**config.mk**
```make
export PLATFORM = sky130hd
export DESIGN_NAME = cov_flag_unit
export DESIGN_NICKNAME = d
export VERILOG_FILES = /design/src/rtl/cov_pkg.sv /design/src/rtl/cov_carry.sv /design/src/rtl/cov_sign_ovf.sv /design/src/rtl/cov_cr0.sv /design/src/rtl/cov_flag_unit.sv
export SDC_FILE = /design/constraint.sdc
export NUM_CORES = 1
export LEC_CHECK = 0
export BUFFER_PORTS_ARGS = -buffer_cell sky130_fd_sc_hd__buf_2
export CAP_MARGIN = 20
export CORE_MARGIN = 2
export CORE_UTILIZATION = 30
export CTS_CLUSTER_SIZE = 30
export DETAILED_ROUTE_END_ITERATION = 6
export PLACE_DENSITY = 0.66
export SYNTH_ARGS = -nofsm -noshare
export SYNTH_HDL_FRONTEND = slang
export SYNTH_SLANG_ARGS = --single-unit
```
**constraint.sdc**
```tcl
create_clock -name clk -period 5.05 [get_ports clk]
set_clock_uncertainty 0.1 [all_clocks]
set_input_delay 1.01 -clock clk [delete_from_list [all_inputs] [get_ports clk]]
set_output_delay 1.01 -clock clk [all_outputs]
set_load 0.01 [all_outputs]
```
**src/rtl/cov_pkg.sv**
```systemverilog
package cov_pkg;
  // condition field bit positions (decoded by downstream branch logic)
  localparam int CR_NEG = 3;
  localparam int CR_POS = 2;
  localparam int CR_ZER = 1;
  localparam int CR_SUM = 0;
  localparam int CR_W   = 4;

  typedef struct packed {
    logic ca;
    logic ca32;
    logic ov;
    logic ov32;
    logic so;
  } cov_flags_t;
endpackage

```
**src/rtl/cov_carry.sv**
```systemverilog
module cov_carry #(
  parameter int W = 64
) (
  input  logic [W-1:0] a,
  input  logic [W-1:0] b,
  input  logic         has_b,
  input  logic [W-1:0] res,
  input  logic         is_add,
  output logic         ca,
  output logic         ca32
);
  localparam int H = W / 2;

  logic a_gt, b_gt, a_gt_h, b_gt_h, par_h;

  always_comb begin
    a_gt   = a > res;
    b_gt   = has_b && (b > res);
    a_gt_h = a[H-1:0] > res[H-1:0];
    b_gt_h = has_b && (b[H-1:0] > res[H-1:0]);
    par_h  = res[H] ^ a[H] ^ (has_b & b[H]);
    ca     = a_gt | b_gt;
    ca32   = is_add ? par_h : (a_gt_h | b_gt_h);
  end
endmodule

```
**src/rtl/cov_sign_ovf.sv**
```systemverilog
module cov_sign_ovf #(
  parameter int W = 64
) (
  input  logic [W-1:0] a,
  input  logic [W-1:0] b,
  input  logic [W-1:0] res,
  output logic         ovf
);
  logic same_in;
  always_comb begin
    same_in = a[W-1] ~^ b[W-1];
    ovf     = same_in & (res[W-1] ^ a[W-1]);
  end
endmodule

```
**src/rtl/cov_cr0.sv**
```systemverilog
module cov_cr0
  import cov_pkg::*;
#(
  parameter int W = 64
) (
  input  logic [W-1:0]    res,
  input  logic            so_now,
  output logic [CR_W-1:0] cr
);
  logic is_zero, is_neg;
  always_comb begin
    is_zero     = (res == '0);
    is_neg      = res[W-1];
    cr          = '0;
    cr[CR_NEG]  = is_neg;
    cr[CR_POS]  = ~is_neg & ~is_zero;
    cr[CR_ZER]  = is_zero;
    cr[CR_SUM]  = so_now;
  end
endmodule

```
**src/rtl/cov_flag_unit.sv**
```systemverilog
module cov_flag_unit
  import cov_pkg::*;
#(
  parameter int XLEN = 64
) (
  input  logic            clk,
  input  logic            rst_n,
  input  logic            in_valid,
  input  logic [XLEN-1:0] op_a,
  input  logic [XLEN-1:0] op_b,
  input  logic            op_b_present,
  input  logic [XLEN-1:0] imm,
  input  logic            imm_present,
  input  logic [XLEN-1:0] result,
  input  logic            is_add,
  input  logic            invert_a,
  input  logic            carry_en,
  input  logic            ovf_en,
  input  logic            record_en,
  input  logic [1:0]      carry_skip,
  input  logic            div_ovf_present,
  input  logic            div_ovf,
  output logic            ca,
  output logic            ca32,
  output logic            ov,
  output logic            ov32,
  output logic            so,
  output logic [3:0]      cr0
);
  localparam int NLANE = 2;

  logic [XLEN-1:0] a_eff, b_eff;
  logic            has_b;
  logic            ca_n, ca32_n;
  logic [NLANE-1:0] lane_ovf;
  logic            ov_n, ov32_n, ov_wr, so_n;
  logic [CR_W-1:0] cr_n;
  cov_flags_t      fl_q, fl_d;
  logic [CR_W-1:0] cr_q;

  always_comb begin
    a_eff = invert_a ? ~op_a : op_a;
    b_eff = imm_present ? imm : op_b;
    has_b = op_b_present | imm_present;
  end

  cov_carry #(.W(XLEN)) u_carry (
    .a(a_eff), .b(b_eff), .has_b(has_b), .res(result),
    .is_add(is_add), .ca(ca_n), .ca32(ca32_n)
  );

  // lane 0 is full width, lane 1 the lower half
  for (genvar g = 0; g < NLANE; g++) begin : g_lane
    localparam int LW = XLEN >> g;
    cov_sign_ovf #(.W(LW)) u_ovf (
      .a(a_eff[LW-1:0]), .b(b_eff[LW-1:0]), .res(result[LW-1:0]),
      .ovf(lane_ovf[g])
    );
  end

  always_comb begin
    ov_wr  = ovf_en & (div_ovf_present | has_b);
    ov_n   = div_ovf_present ? div_ovf : lane_ovf[0];
    ov32_n = div_ovf_present ? div_ovf : lane_ovf[1];
    so_n   = ov_wr ? (fl_q.so | ov_n) : fl_q.so;
  end

  cov_cr0 #(.W(XLEN)) u_cr0 (.res(result), .so_now(so_n), .cr(cr_n));

  always_comb begin
    fl_d = fl_q;
    if (carry_en && !carry_skip[0]) fl_d.ca   = ca_n;
    if (carry_en && !carry_skip[1]) fl_d.ca32 = ca32_n;
    if (ov_wr) begin
      fl_d.ov   = ov_n;
      fl_d.ov32 = ov32_n;
    end
    fl_d.so = so_n;
  end

  always_ff @(posedge clk) begin
    if (!rst_n) begin
      fl_q <= '0;
      cr_q <= '0;
    end else if (in_valid) begin
      fl_q <= fl_d;
      if (record_en) cr_q <= cr_n;
    end
  end

  assign ca   = fl_q.ca;
  assign ca32 = fl_q.ca32;
  assign ov   = fl_q.ov;
  assign ov32 = fl_q.ov32;
  assign so   = fl_q.so;
  assign cr0  = cr_q;
endmodule

```
* After elaboration in Yosys (flattened, before gate mapping) *
Index checks and enable logic that the tools add are counted.

word-level totals
  register bits after elaboration = 9
  input bits = 270
  output and inout bits = 9

cells by class
  order comparisons = 4
  muxes and demuxes = 6
  bitwise logic cells = 19
  reductions and logical operators = 11

operators by type and width
  cell               number
  $gt 64x64->1       2
  $mux 64            2
  $gt 32x32->1       2
  $logic_not 64->1   1
  $not 64->64        1
  $reduce_and 2->1   4
  $and 1x1->1        5
  $or 1x1->1         5
  $logic_and 1x1->1  4
  $mux 1             4
  $xor 1x1->1        4
  $logic_not 1->1    2
  $not 1->1          2
  $xnor 1x1->1       2

* Longest topological paths before layout *
Gate-level depths: netlist of the first run.

  word-level depth = 7
  mapped depth = 11
  depth with buffers taken out = 9

* By module *
A second synthesis of the first run with hierarchy kept.

unflattened totals
  cell total of the unflattened synthesis = 620
  area total of the unflattened synthesis = 5373.9 µm²

modules (own cells, without submodules)
  module         times used  cells an instance  area each (µm²)  seq. area each (µm²)
  cov_carry      1           402                3032.9           0.0
  cov_flag_unit  1           187                2107.0           180.2
  cov_cr0        1           25                 188.9            0.0
  cov_sign_ovf   2           3                  22.5             0.0

* Least setup slack after synthesis of the first run *
No wires, ideal clock.

  kind = input -> register
  from = in imm_present
  to = reg fl_q, in the netlist ca
  data arrival time = 3362 ps
  required time = 4829 ps
  slack = 1467 ps
  stages = 11
  buffers on the path = 2
  path through = clkbuf_1 buf_1 mux2_2 ha_1 nand4_1 nor3_1 a221o_1 o31a_1 o22ai_1 o31a_1 a31oi_1

on the way
  longest elaborated chain between the ends = 4
  elaborated cells between the ends (all ways) = 5
  those cells by class = 1 x order compare; 1 x mux; 2 x bitwise; 1 x reduce/logical

RTL lines
  what                    RTL line             source
  start: declaration      cov_flag_unit.sv:13  input logic imm_present,
  $mux 64                 cov_flag_unit.sv:43  b_eff = imm_present ? imm : op_b;
  $gt 64x64->1            cov_carry.sv:18      b_gt = has_b && (b > res);
  $logic_and 1x1->1 (*)   cov_carry.sv:18
  $or 1x1->1 (*)          cov_carry.sv:22      ca = a_gt | b_gt;
  end signal: assignment  cov_flag_unit.sv:86  fl_q <= fl_d;
  end: declaration        cov_flag_unit.sv:38  cov_flags_t fl_q, fl_d;

Mark *: on every way between the ends. The rest lies on a longest branch, timed or not.
A chain may end at the register's enable or synchronous reset.

* Worst setup path in the final report of the first run *
Ends and elaborated chain as after synthesis.

==> flow_metrics.tcl, run 1 <==
set metrics [dict create \
    mostFrequentLayoutCells "277 x sky130_fd_sc_hd__buf_2, 128 x sky130_fd_sc_hd__ha_1, 68 x sky130_fd_sc_hd__inv_1, 63 x sky130_fd_sc_hd__xor2_1, 63 x sky130_fd_sc_hd__mux2_2" \
    worst_ep_arrival_time_ns 3.92 \
    cts_hold_buffers 0 \
    critical_path_class "in -> reg" \
    fp.coreArea_mm2 0.0159 \
    place_worst_setup_slack_ns 0.927 \
    grt_first_pass_wirelength_um 29300 \
    row_count 46 \
    drcViolationCount 0 \
    grt_util_met3 0.0340 \
    top_level_ports 279 \
    gp_congestion 0.876 \
    worst-r2r-cell-count 2 \
    worst_skew_pair.late_latency_ns 0.24 \
    chipWidth_um 132 \
    most_frequent_standard_cell_in_the_layout_excluding_fill_and_tap_cells "sky130_fd_sc_hd__buf_2" \
    synthesis.yosys.warnings 0 \
    ctsHtreeMaxLevel 1 \
    detail_route.iter0.violations 143 \
    cp_delay_by_family_top "simple AND/OR/NAND/NOR gates" \
    grtUsageMet1 0.252 \
    dp_hpwl_um 17000 \
    cts-root-buf "sky130_fd_sc_hd__clkbuf_16" \
    final_layout_size_suffix_gt1_frac 0.391 \
    place_inst 1099 \
    groute.usage.overall 0.211 \
    regToRegSetupSlack_ns 4.24 \
    cts_tree "done" \
    setup-violations-final 0 \
    synth-edff-count 0 \
    final_cells 1105 \
    worst-endpoint-required_ns 5.12 \
    max_slew_headroom_at_the_worst_pin 0.478 \
    period_share 0.762 \
    ys_seq_area_frac 0.0369 \
    max_freq_mhz 260 \
    synth.cell_area_mm2 0.00488 \
    timing.critical_path.to "ca" \
    postLayoutCoreUtil 0.416 \
    final_nets 1286 \
    crit_cells 10 \
    initial_antenna_violation_count 2 \
    finalWorstSetupSlack_ns 1.20 \
    postSynthNetCount 1014 \
    post_drt_via_cell_ratio 4.93 \
    tritoncts.num_buffers 3 \
    io_buffer_count 278 \
    firstDrtPassIters 4 \
    peakVddDrop_v 0.0000890 \
    postCtsSetupBuffers 0 \
    yosysUniqueCellTypes 40 \
    areaGrowthSynthToFinish_pct 35.4 \
    die_area_mm2 0.0173 \
    largest_net_degree_at_the_start_of_global_routing 42 \
    critPathMaxStageDelay_ns 0.57 \
    timing_worst_slew_pin_value_ns 0.776 \
    num-fill-cells 1699 \
    rr_startpoint "so" \
    grt_overflow_total 0 \
    crit_path_start "imm_present" \
    grt_setup_unrepaired "false" \
    synth_area_per_cell_um2 7.92 \
    routed_wl_um 18500 \
    netlist_instances 616 \
    power_leakage_nw 3.57 \
    synth-main-ff-cell "sky130_fd_sc_hd__dfxtp_1" \
    num_vias 5447 \
    path_clk_slew_ns 0.04 \
    floorplan.initialDensity 0.307 \
    critical_path_peak_fanout 24 \
    postCtsResizedCells 0 \
    power_uw 790 \
    critical_path.startpoint_type "primary input" \
    powerDensity_mw_per_mm2 120 \
    wire_per_inst_um 16.8 \
    run_status "complete, no violations" \
    cts-root-to-sink-buffers 2 \
    cts_num_sinks 9 \
    finalWorstPathRequiredPeriod_ns 3.85 \
    hp-class "reg -> reg" \
    slew_violations 0 \
    yosys_register_bits 9 \
    max_cap_viol_count 0 \
    grt_most_used_layer "met2" \
    timing.rr.end "cr0[0]" \
    number_of_global_route_vias_before_repair 5658 \
    crit_path_top_delay_cell "sky130_fd_sc_hd__nor4_1" \
    hold_viol 0 \
    ys_async_sr_fraction 0 \
    timing.critical_path.cells "buf_2, mux2_2, ha_1, nand4_1, nor4_1, o21ai_0, a31oi_1, o21ai_0, nand3b_1, a31oi_1" \
    tns_ns 0 \
    antenna_violating_nets_post_route 0 \
    groute.layer.met2.usage 0.402 \
    endpoint_kind_of_the_worst_setup_timing_path "flip-flop" \
    die_y_um 132 \
    critPathBufInv 1 \
]
[power by group]
part / internal (mW) / switching, mW / leakage [nW]
sequential: 0.0751 / 0.00195 / 0.0736
combinational: 0.276 / 0.295 / 3.45
clock: 0.106 / 0.0361 / 0.0382
total: 0.457 / 0.333 / 3.57
[layer usage]
layer | wire (µm) | vias up
met5 | 0 | -
met4 | 187 | 0
met3 | 1120 | 12
met2 | 9290 | 191
met1 | 7950 | 2433
li1 | - | 2811
[cell usage after synthesis (all sizes together) (2+ instances only)]
| cell | number | area share |
|---|---|---|
| ha | 128 | 0.33 |
| inv | 68 | 0.052 |
| mux2 | 63 | 0.15 |
| xor2 | 63 | 0.11 |
| a21oi | 56 | 0.057 |
| nand2 | 44 | 0.034 |
| nand4 | 29 | 0.037 |
| o21ai | 24 | 0.025 |
| nor4 | 23 | 0.029 |
| nor2 | 14 | 0.011 |
| nand3 | 12 | 0.012 |
| buf | 11 | 0.0087 |
| a21o | 9 | 0.014 |
| dfxtp | 9 | 0.037 |
| nor3 | 8 | 0.0082 |
| a221oi | 7 | 0.013 |
| nor2b | 5 | 0.0064 |
| and4 | 4 | 0.0072 |
| o211ai | 4 | 0.0062 |
| xnor2 | 4 | 0.0072 |
| a31oi | 3 | 0.0038 |
| clkbuf | 3 | 0.0023 |
| nand2b | 3 | 0.0038 |
| a211oi | 2 | 0.0031 |
| and2 | 2 | 0.0026 |
| nand3b | 2 | 0.0031 |
| o211a | 2 | 0.0041 |
| o22ai | 2 | 0.0026 |
| o31a | 2 | 0.0036 |
[worst min path at each step]
stage               slack (ns)      to  depth (start not counted)    from
finish                    0.36  cr0[3]                          2  cr0[3]
detailed placement        0.36      ov                          2      ov
global route              0.38  cr0[3]                          2  cr0[3]
global placement          0.35      ov                          2      ov
CTS                       0.36  cr0[3]                          2  cr0[3]
floorplan                 0.38  cr0[1]                          2  cr0[1]
[logic make-up (layout without fill, tap and decap cells)]
kind of cell / after synthesis / after routing / synth area share
adder cells (fa/ha/maj): 128 / 128 / 0.328
buffers and inverters: 82 / 353 / 0.0633
XOR/XNOR: 67 / 67 / 0.120
flip-flops: 9 / 9 / 0.0369
multiplexers: 64 / 64 / 0.147
AO/OA/AOI/OAI: 118 / 118 / 0.145
other: 0 / 2 / 0
AND/OR/NAND/NOR: 148 / 148 / 0.159
[worst reg2reg max path, cell delays in order (launching register included)]
cell and delay [ns]:
sky130_fd_sc_hd__dfxtp_1 0.31, sky130_fd_sc_hd__nor3_1 0.22, sky130_fd_sc_hd__nor2_1 0.07
[through the flow]
stage | area, µm² | hold slack, ns
3_5_place_dp | 6530 | 0.357
4_1_cts | 6610 | 0.363
5_1_grt | 6610 | 0.380
3_3_place_gp | 6530 | 0.351
6_report | 6610 | 0.359
2_1_floorplan | 4880 | 0.381
[area by class of cell]
| type | instances | area, µm² | area share |
|---|---|---|---|
| Clock buffer | 4 | 78.8 | 0.0119 |
| Sequential cell | 9 | 180 | 0.0273 |
| Antenna cell | 2 | 5.00 | 0.000757 |
| Inverter | 68 | 255 | 0.0386 |
| Timing Repair Buffer | 281 | 1430 | 0.216 |
| Tap cell | 216 | 270 | 0.0409 |
| Multi-Input combinational cell | 525 | 4390 | 0.664 |
[state kept, by name (all words and copies together) (netlist names)]
register	count
ca	1
ca32	1
cr0	4
ov	1
ov32	1
so	1
Note: power is estimated with default switching activity, not from simulation.
==> run 2: changes to the inputs <==
PLACE_DENSITY = 0.68   (was 0.66)
clock period = 3.4 ns   (was 5.05 ns; I/O delays follow)
==> run 2 against run 1 <==
- global-route usage rose by 0.12 points
- routed wire length rose by 1.8%
- hold slack barely moved
- clock-buffer cell count did not move
- highest routed layer is now met5
- critical path type unchanged
- critical path depth rose by 1
- utilization rose by 0.57 points
==> flow_metrics.tcl, run 2 (synthesis results as in run 1) <==
set metrics [dict create \
    max_freq_mhz 315 \
    path_clk_slew_ns 0.04 \
    worst_ep_arrival_time_ns 3.20 \
    combPwrFrac 0.727 \
    mostFrequentLayoutCells "276 x sky130_fd_sc_hd__buf_2, 128 x sky130_fd_sc_hd__ha_1, 68 x sky130_fd_sc_hd__inv_1, 63 x sky130_fd_sc_hd__xor2_1, 63 x sky130_fd_sc_hd__mux2_2" \
    regToRegSetupSlack_ns 2.63 \
    cts_tree "done" \
    drcViolationCount 0 \
    cellInternalPower_uw 688 \
    place_worst_setup_slack_ns -0.0325 \
    rr_startpoint "so" \
    topRoutingLayerUsed "met5" \
    grt_overflow_total 0 \
    powerDensity_mw_per_mm2 177 \
    slew_violations 0 \
    fp.coreArea_mm2 0.0159 \
    critical_path_class "in -> reg" \
    finalWorstSetupSlack_ns 0.221 \
    wl_met1_um 7930 \
    critical_path.startpoint_type "primary input" \
    largest_register_ff_count 4 \
    route.met3.wl_um 1230 \
    tritoncts.num_buffers 3 \
    wire_per_inst_um 16.9 \
    ctsHtreeMaxLevel 1 \
    post_drt_via_cell_ratio 4.94 \
    gp_congestion 0.911 \
    row_count 46 \
    num_vias 5509 \
    power_mw 1.18 \
    netSwitchingFraction 0.420 \
    hp-class "reg -> reg" \
    final_nets 1296 \
    timing.critical_path.to "ca" \
    place_inst 1109 \
    final_layout_size_suffix_gt1_frac 0.398 \
    crit_path_start "imm_present" \
    number_of_global_route_vias_before_repair 5748 \
    cts_hold_buffers 0 \
    critical_path_peak_fanout 28 \
    net-switching-power_uw 497 \
    cts-root-buf "sky130_fd_sc_hd__clkbuf_16" \
    period_share 0.935 \
    max_slew_headroom_at_the_worst_pin 0.558 \
    firstDrtPassIters 4 \
    timing_worst_slew_pin_value_ns 0.657 \
    die_area_mm2 0.0173 \
    worst_skew_pair.late_latency_ns 0.23 \
    die_y_um 132 \
    chipWidth_um 132 \
    most_frequent_standard_cell_in_the_layout_excluding_fill_and_tap_cells "sky130_fd_sc_hd__buf_2" \
    initial_antenna_violation_count 3 \
    postCtsSetupBuffers 0 \
    antenna_violating_nets_post_route 0 \
    cts-root-to-sink-buffers 2 \
    detail_route.iter0.violations 158 \
    max_cap_viol_count 0 \
    postCtsResizedCells 0 \
    setup-violations-final 0 \
    dp_hpwl_um 17400 \
    finalWorstPathRequiredPeriod_ns 3.18 \
    peakVddDrop_v 0.000205 \
    routed_wl_um 18900 \
    top_level_ports 279 \
    io_buffer_count 278 \
    sequentialPowerShare 0.097 \
    worst-r2r-cell-count 2 \
    run_status "complete, no violations" \
    power_leakage_nw 3.62 \
    largest_net_degree_at_the_start_of_global_routing 30 \
    worst-endpoint-required_ns 3.42 \
    share_clk_of_total_power 0.176 \
    groute.usage.overall 0.212 \
    grt_setup_unrepaired "false" \
    timing.rr.end "cr0[0]" \
    met2_length_um 9470 \
    endpoint_kind_of_the_worst_setup_timing_path "flip-flop" \
    worst_hold_start "cr0[3]" \
    final_cells 1115 \
    floorplan.initialDensity 0.307 \
    cts_num_sinks 9 \
    hold_viol 0 \
    grt_first_pass_wirelength_um 29400 \
    areaGrowthSynthToFinish_pct 37.3 \
]
==> run 2: metrics by stage <==
stage	hold slack [ns]	instance area (µm²)	setup TNS (ns)	util
floorplan	0.381	4880	0	-
CTS	0.360	6700	0	0.421
global placement	0.351	6620	0	0.417
finish	0.359	6700	0	0.422
global route	0.389	6700	0	0.422
detailed placement	0.354	6620	-0.0325	0.417
==> run 2: power by group through the flow <==
stage / sequential, mW / clock, mW / combinational [mW]
3_5_place_dp: 0.116 / 0 / 0.862
4_1_cts: 0.114 / 0.210 / 0.869
2_1_floorplan: 0.118 / 0 / 0.512
5_1_grt: 0.115 / 0.212 / 0.983
6_report: 0.114 / 0.208 / 0.862
3_3_place_gp: 0.116 / 0 / 0.854
==> run 2: worst min path at each step <==
stage                        end  slack [ns]  cells past startpoint
after floorplan           cr0[1]        0.38                      2
after global placement        ov        0.35                      2
after detailed placement  cr0[3]        0.35                      2
after CTS                 cr0[3]        0.36                      2
after global routing      cr0[1]        0.39                      2
final                     cr0[3]        0.36                      2
==> run 2: cell type report <==
class / instances / area [µm²]
Antenna cell: 2 / 5.00
Clock buffer: 4 / 78.8
Fill cell: 1706 / 9190
Inverter: 68 / 255
Multi-Input combinational cell: 525 / 4390
Sequential cell: 9 / 180
Tap cell: 216 / 270
Timing Repair Buffer: 291 / 1520
==> run 2: routing by layer <==
metal	vias to the layer above	track usage
li1	2837	-
met2	208	0.402
met3	18	0.0282
met5	-	0
met4	2	0.0350
met1	2444	0.256
==> run 2: critical path, cell delays in order <==
cell,delay (ns)
sky130_fd_sc_hd__buf_4,0.35
sky130_fd_sc_hd__buf_4,0.26
sky130_fd_sc_hd__mux2_2,0.36
sky130_fd_sc_hd__ha_1,0.29
sky130_fd_sc_hd__a21o_1,0.19
sky130_fd_sc_hd__a21o_1,0.17
sky130_fd_sc_hd__a221oi_1,0.26
sky130_fd_sc_hd__o21ai_0,0.19
sky130_fd_sc_hd__o22ai_1,0.21
sky130_fd_sc_hd__o31a_1,0.16
sky130_fd_sc_hd__a31oi_1,0.07
